<file path="src/rtl/dclink_pkg.sv">
package dclink_pkg;
  localparam int OP_W    = 3;
  localparam int ID_W    = 4;
  localparam int PAY_W   = 9;
  localparam int DATA_W  = 8;
  localparam int ADDR_W  = 24;
  localparam int FRAME_W = OP_W + ID_W + PAY_W;
  localparam int CRC_W   = 5;
  localparam int LINE_W  = FRAME_W + CRC_W + 2;
  localparam logic [CRC_W-1:0] CRC_POLY = 5'h05;
  localparam logic [CRC_W-1:0] CRC_SEED = 5'h1F;

  typedef enum logic [OP_W-1:0] {
    OP_NONE    = 3'd0,
    OP_ADDR_HI = 3'd1,
    OP_ADDR_LO = 3'd2,
    OP_WRITE   = 3'd3,
    OP_READ    = 3'd4,
    OP_STATUS  = 3'd5
  } opcode_e;

  // strobes from control to datapath
  typedef struct packed {
    logic               loadTx;
    logic               armRx;
    logic [FRAME_W-1:0] txWord;
  } dpCtrl_t;

  // events from datapath to control
  typedef struct packed {
    logic              txDone;
    logic              rxDone;
    logic              rxGood;
    logic              rxTimeout;
    logic              rxIrq;
    logic [DATA_W-1:0] rxData;
  } dpStat_t;

  function automatic logic [CRC_W-1:0] crc5(input logic [FRAME_W-1:0] word);
    logic [CRC_W-1:0] acc;
    logic fb;
    acc = CRC_SEED;
    for (int i = FRAME_W - 1; i >= 0; i--) begin
      fb  = acc[CRC_W-1] ^ word[i];
      acc = {acc[CRC_W-2:0], 1'b0};
      if (fb) acc = acc ^ CRC_POLY;
    end
    return acc;
  endfunction
endpackage

</file>
<file path="src/rtl/dclink_datapath.sv">
module dclink_datapath
  import dclink_pkg::*;
#(
  parameter int DIV_W        = 16,
  parameter int TIMEOUT_BITS = 32
) (
  input  logic             clk,
  input  logic             rstN,
  input  logic [DIV_W-1:0] clkDiv,
  input  dpCtrl_t          ctrl,
  output dpStat_t          stat,
  output logic             txLine,
  input  logic             rxLine
);
  localparam int BIT_CW = $clog2(LINE_W);
  localparam int TO_W   = $clog2(TIMEOUT_BITS + 1);

  typedef enum logic [1:0] {DP_IDLE, DP_TX, DP_HUNT, DP_RX} dpState_e;

  dpState_e           state;
  logic [DIV_W-1:0]   baudCnt;
  logic [BIT_CW-1:0]  bitCnt;
  logic [TO_W-1:0]    waitCnt;
  logic [LINE_W-1:0]  txShift;
  logic [LINE_W-1:0]  rxShift;
  logic               rxMeta, rxSync;
  logic               txDoneQ, rxDoneQ, rxGoodQ, rxTimeoutQ, rxIrqQ;
  logic [DATA_W-1:0]  rxDataQ;

  logic               tick;
  logic [DIV_W-1:0]   halfDiv, startOffset;
  logic [LINE_W-1:0]  rxFull;
  logic [FRAME_W-1:0] rxWord;
  logic [CRC_W-1:0]   rxCrc;

  assign tick        = (baudCnt == '0);
  assign halfDiv     = clkDiv >> 1;
  // the two-flop synchronizer adds latency; pull the sample point back
  assign startOffset = (halfDiv >= DIV_W'(2)) ? halfDiv - DIV_W'(2) : '0;
  assign rxFull      = {rxShift[LINE_W-2:0], rxSync};
  assign rxWord      = rxFull[LINE_W-2 -: FRAME_W];
  assign rxCrc       = rxFull[CRC_W:1];

  always_ff @(posedge clk or negedge rstN) begin
    if (!rstN) begin
      state      <= DP_IDLE;
      baudCnt    <= '0;
      bitCnt     <= '0;
      waitCnt    <= '0;
      txShift    <= '1;
      rxShift    <= '0;
      rxMeta     <= 1'b1;
      rxSync     <= 1'b1;
      txDoneQ    <= 1'b0;
      rxDoneQ    <= 1'b0;
      rxGoodQ    <= 1'b0;
      rxTimeoutQ <= 1'b0;
      rxIrqQ     <= 1'b0;
      rxDataQ    <= '0;
    end else begin
      rxMeta     <= rxLine;
      rxSync     <= rxMeta;
      txDoneQ    <= 1'b0;
      rxDoneQ    <= 1'b0;
      rxTimeoutQ <= 1'b0;
      if (state != DP_IDLE) baudCnt <= tick ? clkDiv : baudCnt - DIV_W'(1);
      unique case (state)
        DP_IDLE: begin
          if (ctrl.loadTx) begin
            txShift <= {1'b0, ctrl.txWord, crc5(ctrl.txWord), 1'b1};
            bitCnt  <= BIT_CW'(LINE_W - 1);
            baudCnt <= clkDiv;
            state   <= DP_TX;
          end else if (ctrl.armRx) begin
            waitCnt <= '0;
            baudCnt <= clkDiv;
            state   <= DP_HUNT;
          end
        end
        DP_TX: begin
          if (tick) begin
            if (bitCnt == '0) begin
              state   <= DP_IDLE;
              txDoneQ <= 1'b1;
            end else begin
              txShift <= {txShift[LINE_W-2:0], 1'b1};
              bitCnt  <= bitCnt - BIT_CW'(1);
            end
          end
        end
        DP_HUNT: begin
          if (!rxSync) begin
            state   <= DP_RX;
            baudCnt <= startOffset;
            bitCnt  <= BIT_CW'(LINE_W - 1);
          end else if (tick) begin
            if (waitCnt == TO_W'(TIMEOUT_BITS - 1)) begin
              state      <= DP_IDLE;
              rxTimeoutQ <= 1'b1;
            end else begin
              waitCnt <= waitCnt + TO_W'(1);
            end
          end
        end
        DP_RX: begin
          if (tick) begin
            rxShift <= rxFull;
            if (bitCnt == '0) begin
              state   <= DP_IDLE;
              rxDoneQ <= 1'b1;
              rxGoodQ <= !rxFull[LINE_W-1] && rxFull[0] && (crc5(rxWord) == rxCrc);
              rxIrqQ  <= rxWord[FRAME_W-1];
              rxDataQ <= rxWord[DATA_W-1:0];
            end else begin
              bitCnt <= bitCnt - BIT_CW'(1);
            end
          end
        end
        default: state <= DP_IDLE;
      endcase
    end
  end

  assign txLine = (state == DP_TX) ? txShift[LINE_W-1] : 1'b1;

  assign stat = '{txDone: txDoneQ, rxDone: rxDoneQ, rxGood: rxGoodQ,
                  rxTimeout: rxTimeoutQ, rxIrq: rxIrqQ, rxData: rxDataQ};

  // control may only strobe the datapath while it is idle
  assert_no_strobe_busy_R1: assert property (@(posedge clk) disable iff (!rstN)
    (state != DP_IDLE) |-> !(ctrl.loadTx || ctrl.armRx));

  // a finished command frame always ends on the idle (stop) level
  assert_stop_level_R1: assert property (@(posedge clk) disable iff (!rstN)
    txDoneQ |-> txLine);
endmodule

</file>
<file path="src/rtl/dclink_ctrl.sv">
module dclink_ctrl
  import dclink_pkg::*;
(
  input  logic              clk,
  input  logic              rstN,
  input  logic              reqStart,
  input  logic [1:0]        reqKind,
  input  logic [ID_W-1:0]   reqSlave,
  input  logic [ADDR_W-1:0] reqAddr,
  input  logic [DATA_W-1:0] reqWrData,
  input  logic              errClear,
  output logic              busy,
  output logic              done,
  output logic              xferOk,
  output logic [DATA_W-1:0] rdData,
  output logic              errCrc,
  output logic              errTimeout,
  output logic              irqPending,
  output dpCtrl_t           dpCtrl,
  input  dpStat_t           dpStat
);
  localparam int TAG_W = ADDR_W - DATA_W;

  typedef enum logic [1:0] {C_IDLE, C_ISSUE, C_TXWAIT, C_RXWAIT} cState_e;
  typedef enum logic [2:0] {ST_HI, ST_MID, ST_LO, ST_DATA, ST_STAT} step_e;
  typedef enum logic [1:0] {K_READ, K_WRITE, K_STATUS} kind_e;

  cState_e           state;
  step_e             step;
  kind_e             kindQ;
  logic [ID_W-1:0]   slaveQ;
  logic [ADDR_W-1:0] addrQ;
  logic [DATA_W-1:0] wdQ;
  logic              cacheValid;
  logic [ID_W-1:0]   cacheSlave;
  logic [TAG_W-1:0]  cacheTag;

  kind_e             reqKindDec;
  logic              reuseHit;
  opcode_e           txOp;
  logic [PAY_W-1:0]  txPay;
  logic              lastStep;

  always_comb begin
    unique case (reqKind)
      2'd0:    reqKindDec = K_READ;
      2'd1:    reqKindDec = K_WRITE;
      default: reqKindDec = K_STATUS;
    endcase
  end

  assign reuseHit = cacheValid && (reqSlave == cacheSlave) &&
                    (reqAddr[ADDR_W-1:DATA_W] == cacheTag);
  assign lastStep = (step == ST_DATA) || (step == ST_STAT);

  always_comb begin
    unique case (step)
      ST_HI:   begin txOp = OP_ADDR_HI; txPay = {1'b0, addrQ[ADDR_W-1 -: DATA_W]}; end
      ST_MID:  begin txOp = OP_ADDR_LO; txPay = {1'b0, addrQ[2*DATA_W-1 -: DATA_W]}; end
      ST_LO:   begin txOp = OP_ADDR_LO; txPay = {1'b1, addrQ[DATA_W-1:0]}; end
      ST_DATA: begin
        if (kindQ == K_WRITE) begin txOp = OP_WRITE; txPay = {1'b0, wdQ}; end
        else                  begin txOp = OP_READ;  txPay = '0; end
      end
      default: begin txOp = OP_STATUS; txPay = '0; end
    endcase
  end

  assign dpCtrl = '{loadTx: (state == C_ISSUE),
                    armRx:  (state == C_TXWAIT) && dpStat.txDone,
                    txWord: {txOp, slaveQ, txPay}};

  always_ff @(posedge clk or negedge rstN) begin
    if (!rstN) begin
      state      <= C_IDLE;
      step       <= ST_STAT;
      kindQ      <= K_STATUS;
      slaveQ     <= '0;
      addrQ      <= '0;
      wdQ        <= '0;
      cacheValid <= 1'b0;
      cacheSlave <= '0;
      cacheTag   <= '0;
      busy       <= 1'b0;
      done       <= 1'b0;
      xferOk     <= 1'b0;
      rdData     <= '0;
      errCrc     <= 1'b0;
      errTimeout <= 1'b0;
      irqPending <= 1'b0;
    end else begin
      done <= 1'b0;
      if (errClear) begin
        errCrc     <= 1'b0;
        errTimeout <= 1'b0;
      end
      unique case (state)
        C_IDLE: begin
          if (reqStart) begin
            kindQ  <= reqKindDec;
            slaveQ <= reqSlave;
            addrQ  <= reqAddr;
            wdQ    <= reqWrData;
            if (reqKindDec == K_STATUS) step <= ST_STAT;
            else                        step <= reuseHit ? ST_LO : ST_HI;
            busy   <= 1'b1;
            state  <= C_ISSUE;
          end
        end
        C_ISSUE:  state <= C_TXWAIT;
        C_TXWAIT: if (dpStat.txDone) state <= C_RXWAIT;
        C_RXWAIT: begin
          if (dpStat.rxTimeout) begin
            errTimeout <= 1'b1;
            cacheValid <= 1'b0;
            xferOk     <= 1'b0;
            done       <= 1'b1;
            busy       <= 1'b0;
            state      <= C_IDLE;
          end else if (dpStat.rxDone) begin
            if (!dpStat.rxGood) begin
              errCrc     <= 1'b1;
              cacheValid <= 1'b0;
              xferOk     <= 1'b0;
              done       <= 1'b1;
              busy       <= 1'b0;
              state      <= C_IDLE;
            end else begin
              irqPending <= dpStat.rxIrq;
              if (lastStep) begin
                if (kindQ != K_WRITE) rdData <= dpStat.rxData;
                if (kindQ != K_STATUS) begin
                  cacheValid <= 1'b1;
                  cacheSlave <= slaveQ;
                  cacheTag   <= addrQ[ADDR_W-1:DATA_W];
                end
                xferOk <= 1'b1;
                done   <= 1'b1;
                busy   <= 1'b0;
                state  <= C_IDLE;
              end else begin
                step  <= step_e'(step + 3'd1);
                state <= C_ISSUE;
              end
            end
          end
        end
        default: state <= C_IDLE;
      endcase
    end
  end

  assert_done_pulse_R12: assert property (@(posedge clk) disable iff (!rstN)
    done |=> !done);

  assert_done_idle_R12: assert property (@(posedge clk) disable iff (!rstN)
    done |-> !busy);

  assert_irq_follow_R8: assert property (@(posedge clk) disable iff (!rstN)
    (dpStat.rxDone && dpStat.rxGood) |=> (irqPending == $past(dpStat.rxIrq)));

  assert_crc_flag_R9: assert property (@(posedge clk) disable iff (!rstN)
    (dpStat.rxDone && !dpStat.rxGood) |=> (errCrc && done && !xferOk));

  assert_crc_sticky_R9: assert property (@(posedge clk) disable iff (!rstN)
    (errCrc && !errClear) |=> errCrc);

  assert_timeout_end_R10: assert property (@(posedge clk) disable iff (!rstN)
    dpStat.rxTimeout |=> (errTimeout && done && !xferOk));
endmodule

</file>
<file path="src/rtl/dclink_master.sv">
module dclink_master
  import dclink_pkg::*;
#(
  parameter int DIV_W        = 16,
  parameter int TIMEOUT_BITS = 32
) (
  input  logic              clk,
  input  logic              rstN,
  input  logic [DIV_W-1:0]  clkDiv,
  input  logic              reqStart,
  input  logic [1:0]        reqKind,
  input  logic [ID_W-1:0]   reqSlave,
  input  logic [ADDR_W-1:0] reqAddr,
  input  logic [DATA_W-1:0] reqWrData,
  input  logic              errClear,
  output logic              busy,
  output logic              done,
  output logic              xferOk,
  output logic [DATA_W-1:0] rdData,
  output logic              errCrc,
  output logic              errTimeout,
  output logic              irqPending,
  output logic              txLine,
  input  logic              rxLine
);
  dpCtrl_t dpCtrl;
  dpStat_t dpStat;

  dclink_ctrl u_ctrl (
    .clk(clk), .rstN(rstN),
    .reqStart(reqStart), .reqKind(reqKind), .reqSlave(reqSlave),
    .reqAddr(reqAddr), .reqWrData(reqWrData), .errClear(errClear),
    .busy(busy), .done(done), .xferOk(xferOk), .rdData(rdData),
    .errCrc(errCrc), .errTimeout(errTimeout), .irqPending(irqPending),
    .dpCtrl(dpCtrl), .dpStat(dpStat)
  );

  dclink_datapath #(.DIV_W(DIV_W), .TIMEOUT_BITS(TIMEOUT_BITS)) u_dp (
    .clk(clk), .rstN(rstN), .clkDiv(clkDiv),
    .ctrl(dpCtrl), .stat(dpStat),
    .txLine(txLine), .rxLine(rxLine)
  );
endmodule

</file>
<file path="config.mk">
export PLATFORM = sky130hd
export DESIGN_NAME = dclink_master
export DESIGN_NICKNAME = d
export VERILOG_FILES = /design/src/rtl/dclink_pkg.sv /design/src/rtl/dclink_datapath.sv /design/src/rtl/dclink_ctrl.sv /design/src/rtl/dclink_master.sv
export SDC_FILE = /design/constraint.sdc
export NUM_CORES = 1
export LEC_CHECK = 0
export ABC_AREA = 1
export CORE_MARGIN = 1.5
export CORE_UTILIZATION = 25
export CTS_BUF_LIST = sky130_fd_sc_hd__clkbuf_8
export DETAILED_ROUTE_END_ITERATION = 6
export HOLD_SLACK_MARGIN = 0.15
export PLACE_DENSITY = 0.51
export SETUP_SLACK_MARGIN = 0.05
export SLEW_MARGIN = 15
export SYNTH_ARGS = -nofsm -noshare
export SYNTH_HDL_FRONTEND = slang
export SYNTH_HIERARCHICAL = 1
export SYNTH_SLANG_ARGS = --single-unit
export TNS_END_PERCENT = 20
</file>
<file path="constraint.sdc">
create_clock -name clk -period 3.4 [get_ports clk]
set_clock_uncertainty 0.1 [all_clocks]
set_input_delay 1.02 -clock clk [delete_from_list [all_inputs] [get_ports clk]]
set_output_delay 1.02 -clock clk [all_outputs]
set_load 0.01 [all_outputs]
</file>
==> run_results.csv, run 1 <==
group,metric,value,unit
floorplanning,coreArea,38600,µm²
global_routing,antenna_found_initial,0,
synthesis,async_flop_share,1.00,
detailed_routing,wl_met1,12200,µm
timing,slew_violations,0,
power_and_ir_drop,power_density,323,nW/µm²
synthesis,synth-seq-cells,166,
synthesis,synth-edff-count,0,
global_routing,grt_usage,0.129,
worst_setup_path,startpoint_type,"flip-flop",
timing,clock.fmax,326,MHz
worst_hold_path,min_to,"u_dp/rxSync",
worst_setup_path,r2r_cells,17,
detailed_routing,wl_met3,1070,µm
timing,setup_viol,0,
timing,slew_headroom,0.510,
cells_and_area,antenna_cells,0,
cells_and_area,syn_to_final_growth,17.4,%
floorplanning,initial_utilization,0.253,
cells_and_area,final_core_util,0.297,
worst_setup_path,endpoint_kind,"primary output",
detailed_routing,routed.top_layer,"met4",
clocking,clk_path_buf_depth,2,
placed_design,io_buffers,73,
worst_setup_path,worstPathCellList,"inv_1 > nor2_2 > nand2_1 > clkdlybuf4s50_1",
power_and_ir_drop,p_total,3.69,mW
clocking,cts_tree,"yes",
detailed_routing,drc,0,
run_status,outcome,"finished clean",
clocking,clk_pin_slew,0.09,ns
detailed_routing,detail_route.wl_per_cell,13.3,µm
clocking,clock-sinks,166,
detailed_routing,drt_wl_total,25300,µm
worst_setup_path,path_class,"flip-flop to primary output",
placed_design,gp_congestion,0.798,
placed_design,hpwl,18500,µm
worst_setup_path,crit_required,2.28,ns
synthesis,syn_inst,1307,
timing,hold_viol_final,0,
floorplanning,die_w,200,µm
detailed_routing,num_vias,8315,
worst_setup_path,ff2ff_setup_slack,0.40,ns
detailed_routing,firstDrtPassIters,5,
worst_setup_path,max_stage_delay,0.50,ns
detailed_routing,wl_met2,11600,µm
run,max-cap-violations,0,
placed_design,postPlaceCellArea,11000,µm²
worst_setup_path,rr_startpoint,"u_ctrl/step[1]",
synthesis,synthFlopType,"dfrtp_1",
timing,fin_ws,0.335,ns
floorplanning,die_area,40200,µm²
synthesis,syn_area,9740,µm²
floorplanning,ios,74,
synthesis,synth_area_per_cell,7.45,µm²
clocking,htree_levels,4,
clocking,cts_inserted_buffers,17,
cells_and_area,design_area,11400,µm²
worst_hold_path,hp-class,"flip-flop to flip-flop",
synthesis,syn_nets,1381,
detailed_routing,drt_iter0_drc,517,
cells_and_area,final_nets,1450,
global_routing,grt_max_degree,63,
clocking,post_cts_buffers,0,
worst_hold_path,hold_path_depth,0,
timing,rsz0062_at_grt,"no",
placed_design,dp_slack,0.299,ns
clocking,cts-root-buf,"clkbuf_8",
detailed_routing,antenna_left,0,
global_routing,grt_pass1_vias,8109,
timing,period_share,0.902,
power_and_ir_drop,p_leak,5.35,nW
worst_setup_path,arrival,1.95,ns
cells_and_area,drive_gt1_frac,0.110,
timing,post-route-min-period,3.07,ns
worst_setup_path,cp_max_fo,11,
power_and_ir_drop,peakVddDrop,0.235,mV
synthesis,yosys_warnings,6,
detailed_routing,via_per_inst,4.36,
synthesis,yosysSeqAreaShare,0.430,
synthesis,synth.distinct_cells,50,
timing,tightest_slew,0.727,ns
worst_setup_path,r2r-end,"u_dp/txShift[4]",
clocking,postCtsHoldBufs,0,
worst_hold_path,worstHoldStart,"u_dp/rxMeta",
global_routing,grt_first_pass_wirelength,41600,µm
floorplanning,rows,72,
global_routing,grt_overflow_total,0,
timing,fin_tns_setup,0,ns
floorplanning,dieHeight,200,µm
clocking,clk_latency,0.49,ns
worst_setup_path,cpMaxStageDelayCell,"clkdlybuf4s50_1",
[state kept, by name, summed over array words and instances, names as in the netlist, 2 cells and up]
register           cells
u_dp/baudCnt          16
u_dp/state             2
u_ctrl/addrQ          24
u_ctrl/step            3
u_dp/waitCnt           6
u_ctrl/slaveQ          4
u_ctrl/cacheSlave      4
u_ctrl/kindQ           2
u_ctrl/wdQ             8
u_dp/rxShift          22
u_ctrl/rdData          8
u_dp/bitCnt            5
u_dp/rxDataQ           8
u_ctrl/cacheTag       16
u_dp/txShift          22
u_ctrl/state           2
[report_power, final]
group | total [mW] | leakage, nW | switching [mW] | internal, mW
sequential | 1.99 | 2.16 | 0.00685 | 1.98
combinational | 0.198 | 2.98 | 0.107 | 0.0904
clock | 1.51 | 0.208 | 0.833 | 0.672
total | 3.69 | 5.35 | 0.947 | 2.74
[cells by family (layout without fill, tap and decap cells)]
logic type / Yosys count / count (layout) / synth area share
buffers and inverters: 230 / 311 / 0.0972
flip-flops: 166 / 166 / 0.430
AND/OR/NAND/NOR: 636 / 636 / 0.277
multiplexers: 9 / 9 / 0.0108
adder cells (fa/ha/maj): 15 / 15 / 0.0193
XOR/XNOR: 31 / 31 / 0.0302
AO/OA/AOI/OAI: 220 / 220 / 0.135
[cells in the final DEF (no fill, tap or decap), types with 3 or more instances in the layout]
cell type,netlist,layout
inv_6,0,5
inv_2,12,12
a22oi_1,3,3
nand4_1,6,6
o21ai_1,9,9
nor2_2,9,9
clkbuf_8,0,17
nand2_2,17,17
xnor2_1,8,8
nand2_1,423,423
o221ai_1,7,7
xor2_1,21,21
nand3_1,62,62
a21oi_1,37,37
mux2_2,8,8
ha_1,15,15
o22ai_1,3,3
dfstp_2,26,26
a31oi_1,13,13
nor3_1,9,9
clkdlybuf4s50_1,0,72
clkinv_2,0,3
nand3_2,5,5
a21oi_2,7,7
a31oi_2,10,10
dfrtp_1,140,139
nor2_1,92,92
o21ai_0,109,109
buf_4,6,10
o211ai_1,14,14
buf_12,0,3
inv_1,181,181
[repair_timing]
action,4_1_cts,5_1_grt
gates resized for setup,0,1
endpoints found under the setup margin,0,1
hold endpoints to repair,0,0
[stage by stage]
| step | std cells | hold slack, ns |
|---|---|---|
| finish | 1906 | 0.262 |
| global route | 1906 | 0.264 |
| CTS | 1906 | 0.263 |
| detailed placement | 1875 | 0.248 |
| global placement | 1875 | 0.260 |
| floorplan | 1307 | 0.245 |
[cell usage after synthesis (all sizes together) (2+ instances only)]
library cell	count	area [µm²]
nand2	441	1710
inv	193	724
dfrtp	140	3500
o21ai	119	599
nor2	101	402
nand3	69	395
a21oi	44	246
dfstp	26	683
a31oi	23	206
xor2	21	184
buf	20	159
clkbuf	16	60.1
ha	15	188
o211ai	14	105
nor3	11	65.1
mux2	9	105
xnor2	9	86.3
nand4	8	71.3
o221ai	7	61.3
a22oi	3	22.5
o22ai	3	18.8
a32oi	2	17.5
nand3b	2	15.0
nor3b	2	15.0
nor4	2	33.8
[how the worst max path moves through the flow]
stage	from	endpoint	slack, ns	depth (start not counted)
5_1_grt	u_ctrl/step[1]	u_dp/txShift[3]	0.08	22
3_5_place_dp	clkDiv[2]	u_dp/baudCnt[13]	0.30	10
3_3_place_gp	clkDiv[2]	u_dp/baudCnt[13]	0.33	10
6_report	u_dp/state[0]	txLine	0.33	4
4_1_cts	u_dp/state[0]	txLine	0.12	4
2_1_floorplan	u_ctrl/step[2]	u_dp/txShift[4]	0.76	20
[routing by layer]
metal,vias up,global-route usage
met5,-,0
met3,23,0.0302
met1,3866,0.169
met4,0,0.0397
met2,151,0.210
li1,4275,-
[worst max-delay path: cells and delay by family, from the launching register on]
kind	cells	cell delay [ns]
buf+inv	2	0.64
flops	1	0.49
simple gates	2	0.33
[area by class of cell]
class | instances | area (µm²)
fill | 4195 | 27100
clock buffer | 17 | 234
multi-input combinational | 911 | 4610
sequential | 166 | 4190
timing repair buffer | 86 | 867
inverter | 194 | 728
clock inverter | 14 | 166
tap | 518 | 648
Note: power is estimated with default switching activity, not from simulation.
==> inputs of run 2 (changes only) <==
--- a/config.mk
+++ b/config.mk
@@ -5,13 +5,12 @@
 export SDC_FILE = /design/constraint.sdc
 export NUM_CORES = 1
 export LEC_CHECK = 0
-export ABC_AREA = 1
 export CORE_MARGIN = 1.5
-export CORE_UTILIZATION = 25
+export CORE_UTILIZATION = 52
 export CTS_BUF_LIST = sky130_fd_sc_hd__clkbuf_8
 export DETAILED_ROUTE_END_ITERATION = 6
-export HOLD_SLACK_MARGIN = 0.15
-export PLACE_DENSITY = 0.51
+export HOLD_SLACK_MARGIN = 0.12
+export PLACE_DENSITY = 0.83
 export SETUP_SLACK_MARGIN = 0.05
 export SLEW_MARGIN = 15
 export SYNTH_ARGS = -nofsm -noshare
==> run 2 against run 1 <==
Clock power barely moved. Total power decreased by 0.97%. Cell count decreased by 39%. Non-clock buffer count up 30. Highest routed layer unchanged. Count of clock-buffer cells in the layout unchanged. Largest power group unchanged. Cell area down 7.5%. Via count fell by 19%.
==> run_results.csv, run 2 <==
group,metric,value,unit
run_status,outcome,"finished clean",
global_routing,grt_usage,0.235,
synthesis,synthMostInstantiatedCell,"dfrtp_1",
synthesis,synth_compound_area_frac,0.108,
cells_and_area,design_area,10600,µm²
global_routing,grt_pass1_vias,6802,
timing,clock.fmax,314,MHz
floorplanning,die_area,18200,µm²
synthesis,synth-edff-count,0,
clocking,htree_levels,4,
floorplanning,initial_utilization,0.528,
global_routing,antenna_found_initial,0,
synthesis,synth_common_cells,"dfrtp_1, nand2_1, nor2_1, mux2_1, xnor2_1",
power_and_ir_drop,power_density,345,nW/µm²
detailed_routing,drc,0,
clocking,cts_inserted_buffers,17,
timing,post-route-min-period,3.18,ns
detailed_routing,antenna_left,0,
clocking,cts-root-buf,"clkbuf_8",
worst_setup_path,ff2ff_setup_slack,0.25,ns
worst_setup_path,cp_max_fo,11,
cells_and_area,layout_common_cells,"dfrtp_1, nand2_1, clkdlybuf4s50_1",
synthesis,synth_area_leaders,"dfrtp_1, dfstp_2, mux2_1, xnor2_1, nand2_1",
synthesis,yosysSeqAreaShare,0.463,
global_routing,grt_overflow_total,0,
power_and_ir_drop,peakVddDrop,0.269,mV
detailed_routing,firstDrtPassIters,6,
synthesis,yosys.area_share.simple,0.140,
synthesis,syn_area,9040,µm²
global_routing,grt_max_degree,72,
placed_design,placed_cells,1131,
cells_and_area,register_area,4190,µm²
cells_and_area,fill_cells,1350,
floorplanning,rows,48,
worst_setup_path,r2r_cells,12,
detailed_routing,detail_route.wl_per_cell,17.5,µm
cells_and_area,final_nets,1001,
synthesis,yosys_warnings,6,
cells_and_area,top_register,"u_ctrl/addrQ",
clocking,clk_pin_slew,0.10,ns
worst_hold_path,hold_path_depth,0,
synthesis,syn_inst,839,
cells_and_area,reg_top3,"u_ctrl/addrQ: 24 flops, u_dp/rxShift: 22 flops, u_dp/txShift: 22 flops",
timing,rsz0062_at_grt,"no",
placed_design,io_buffers,73,
clocking,clk_latency,0.47,ns
floorplanning,coreArea,17100,µm²
global_routing,grt_first_pass_wirelength,33800,µm
detailed_routing,drt_iter0_drc,641,
worst_setup_path,startpoint_type,"primary input",
synthesis,async_flop_share,1.00,
timing,slew_headroom,0.338,
synthesis,yosysTopAreaCell,"dfrtp_1",
timing,period_share,0.935,
timing,tightest_slew,0.989,ns
placed_design,postPlaceCellArea,10100,µm²
synthesis,syn_nets,913,
worst_setup_path,crit_required,3.63,ns
timing,hold_ws,0.258,ns
placed_design,hpwl,14000,µm
synthesis,synthFlopType,"dfrtp_1",
synthesis,synth_xor_area_frac,0.0959,
cells_and_area,drive_gt1_frac,0.180,
floorplanning,ios,74,
cells_and_area,final_common_cell,"dfrtp_1",
synthesis,synthMuxAreaShare,0.131,
worst_setup_path,path_class,"primary input to flip-flop",
synthesis,synth_top_area_share,0.387,
cells_and_area,multiInputGateArea,4510,µm²
clocking,clock-sinks,166,
floorplanning,dieHeight,135,µm
clocking,clk_path_buf_depth,2,
timing,slew_violations,0,
synthesis,synth.distinct_cells,74,
worst_setup_path,arrival,3.41,ns
synthesis,synth_area_per_cell,10.8,µm²
synthesis,synthAdderAreaFrac,0.0208,
clocking,postCtsHoldBufs,0,
cells_and_area,layout.cells.non_filler,1165,
timing,hold_viol_final,0,
timing,setup_viol,0,
detailed_routing,num_vias,6730,
run,max-cap-violations,0,
floorplanning,die_w,135,µm
power_and_ir_drop,p_leak,4.77,nW
synthesis,synth-seq-cells,166,
placed_design,gp_congestion,0.911,
cells_and_area,antenna_cells,0,
clocking,cts_tree,"yes",
worst_hold_path,hp-class,"flip-flop to flip-flop",
cells_and_area,largest_register_ffs,24,
worst_setup_path,endpoint_kind,"flip-flop",
detailed_routing,drt_wl_total,20300,µm
synthesis,synth_top_family_by_area,"simple AND/OR/NAND/NOR gates",
cells_and_area,syn_to_final_growth,17.1,%
detailed_routing,via_per_inst,5.78,
## run 2: cell types whose count changed after synthesis, moves of 10 or more
cell and change:
mux2_4 +19, nand2_1 -323, nor2_1 -30, mux2_2 +16
inv_1 -155, o21ai_0 -83, mux2_1 +48, o211ai_1 -14
a31oi_2 -10, inv_2 -12, xnor2_1 +36, nand3_1 -54
nand2_2 -17
## run 2: path summary, 6_finish.rpt
check                          startpoint                  to
min in group asynchronous            rstN  u_ctrl/cacheTag[6]
hold / removal                u_dp/rxMeta         u_dp/rxSync
max in group asynchronous            rstN         u_dp/rxMeta
hold reg to reg               u_dp/rxMeta         u_dp/rxSync
setup reg to reg           u_ctrl/step[0]     u_dp/txShift[4]
setup / recovery                clkDiv[8]     u_dp/baudCnt[0]
## run 2: layout make-up
type	count	area share
Timing Repair Buffer	116	0.103
Clock buffer	17	0.0221
Sequential cell	166	0.396
Multi-Input combinational cell	600	0.426
Clock inverter	15	0.0171
Tap cell	225	0.0266
Inverter	26	0.00922
## run 2: power by group
group          switching [mW]  internal [mW]  leakage [nW]
registers             0.00518           1.98          2.16
clock network           0.762          0.737         0.218
logic                  0.0829         0.0905          2.39
total                   0.850           2.81          4.77
## run 2: repair_timing
item	CTS	global route
setup buffers	0	2
endpoints found under the hold margin	0	0
gates resized for setup	0	4
setup endpoints to repair	0	3
## run 2: worst max-delay path: stages
cell and delay (ns):
clkdlybuf4s50_1 0.41, or3_1 0.39, or4_1 0.42, or3_1 0.37, o31a_1 0.43, a22oi_1 0.25
o21ai_0 0.12
## run 2: routing by layer
layer | part of all wire | wire length [µm] | track usage
met5 | 0 | 0 | 0
met1 | 0.43 | 8830 | 0.311
met3 | 0.052 | 1060 | 0.0458
met4 | 0.021 | 421 | 0.0783
met2 | 0.49 | 10000 | 0.391
## run 2: cells by family (layout without fill, tap and decap cells)
kind of cell,after synthesis,after routing
mux,99,99
buf+inv,73,174
flops,166,166
compound gates,146,146
simple gates,257,257
fa+ha+maj,15,15
xor+xnor,83,83
## run 2: metrics by stage
stage | worst slack, ns | util | power (mW) | setup TNS [ns]
after CTS | 0.153 | 0.616 | 3.69 | 0
after detailed placement | -0.237 | 0.592 | 2.20 | -2.65
after floorplan | 0.120 | - | 2.05 | 0
after global placement | -0.188 | 0.592 | 2.19 | -1.95
final | 0.220 | 0.618 | 3.66 | 0
after global routing | 0.0644 | 0.618 | 3.79 | 0
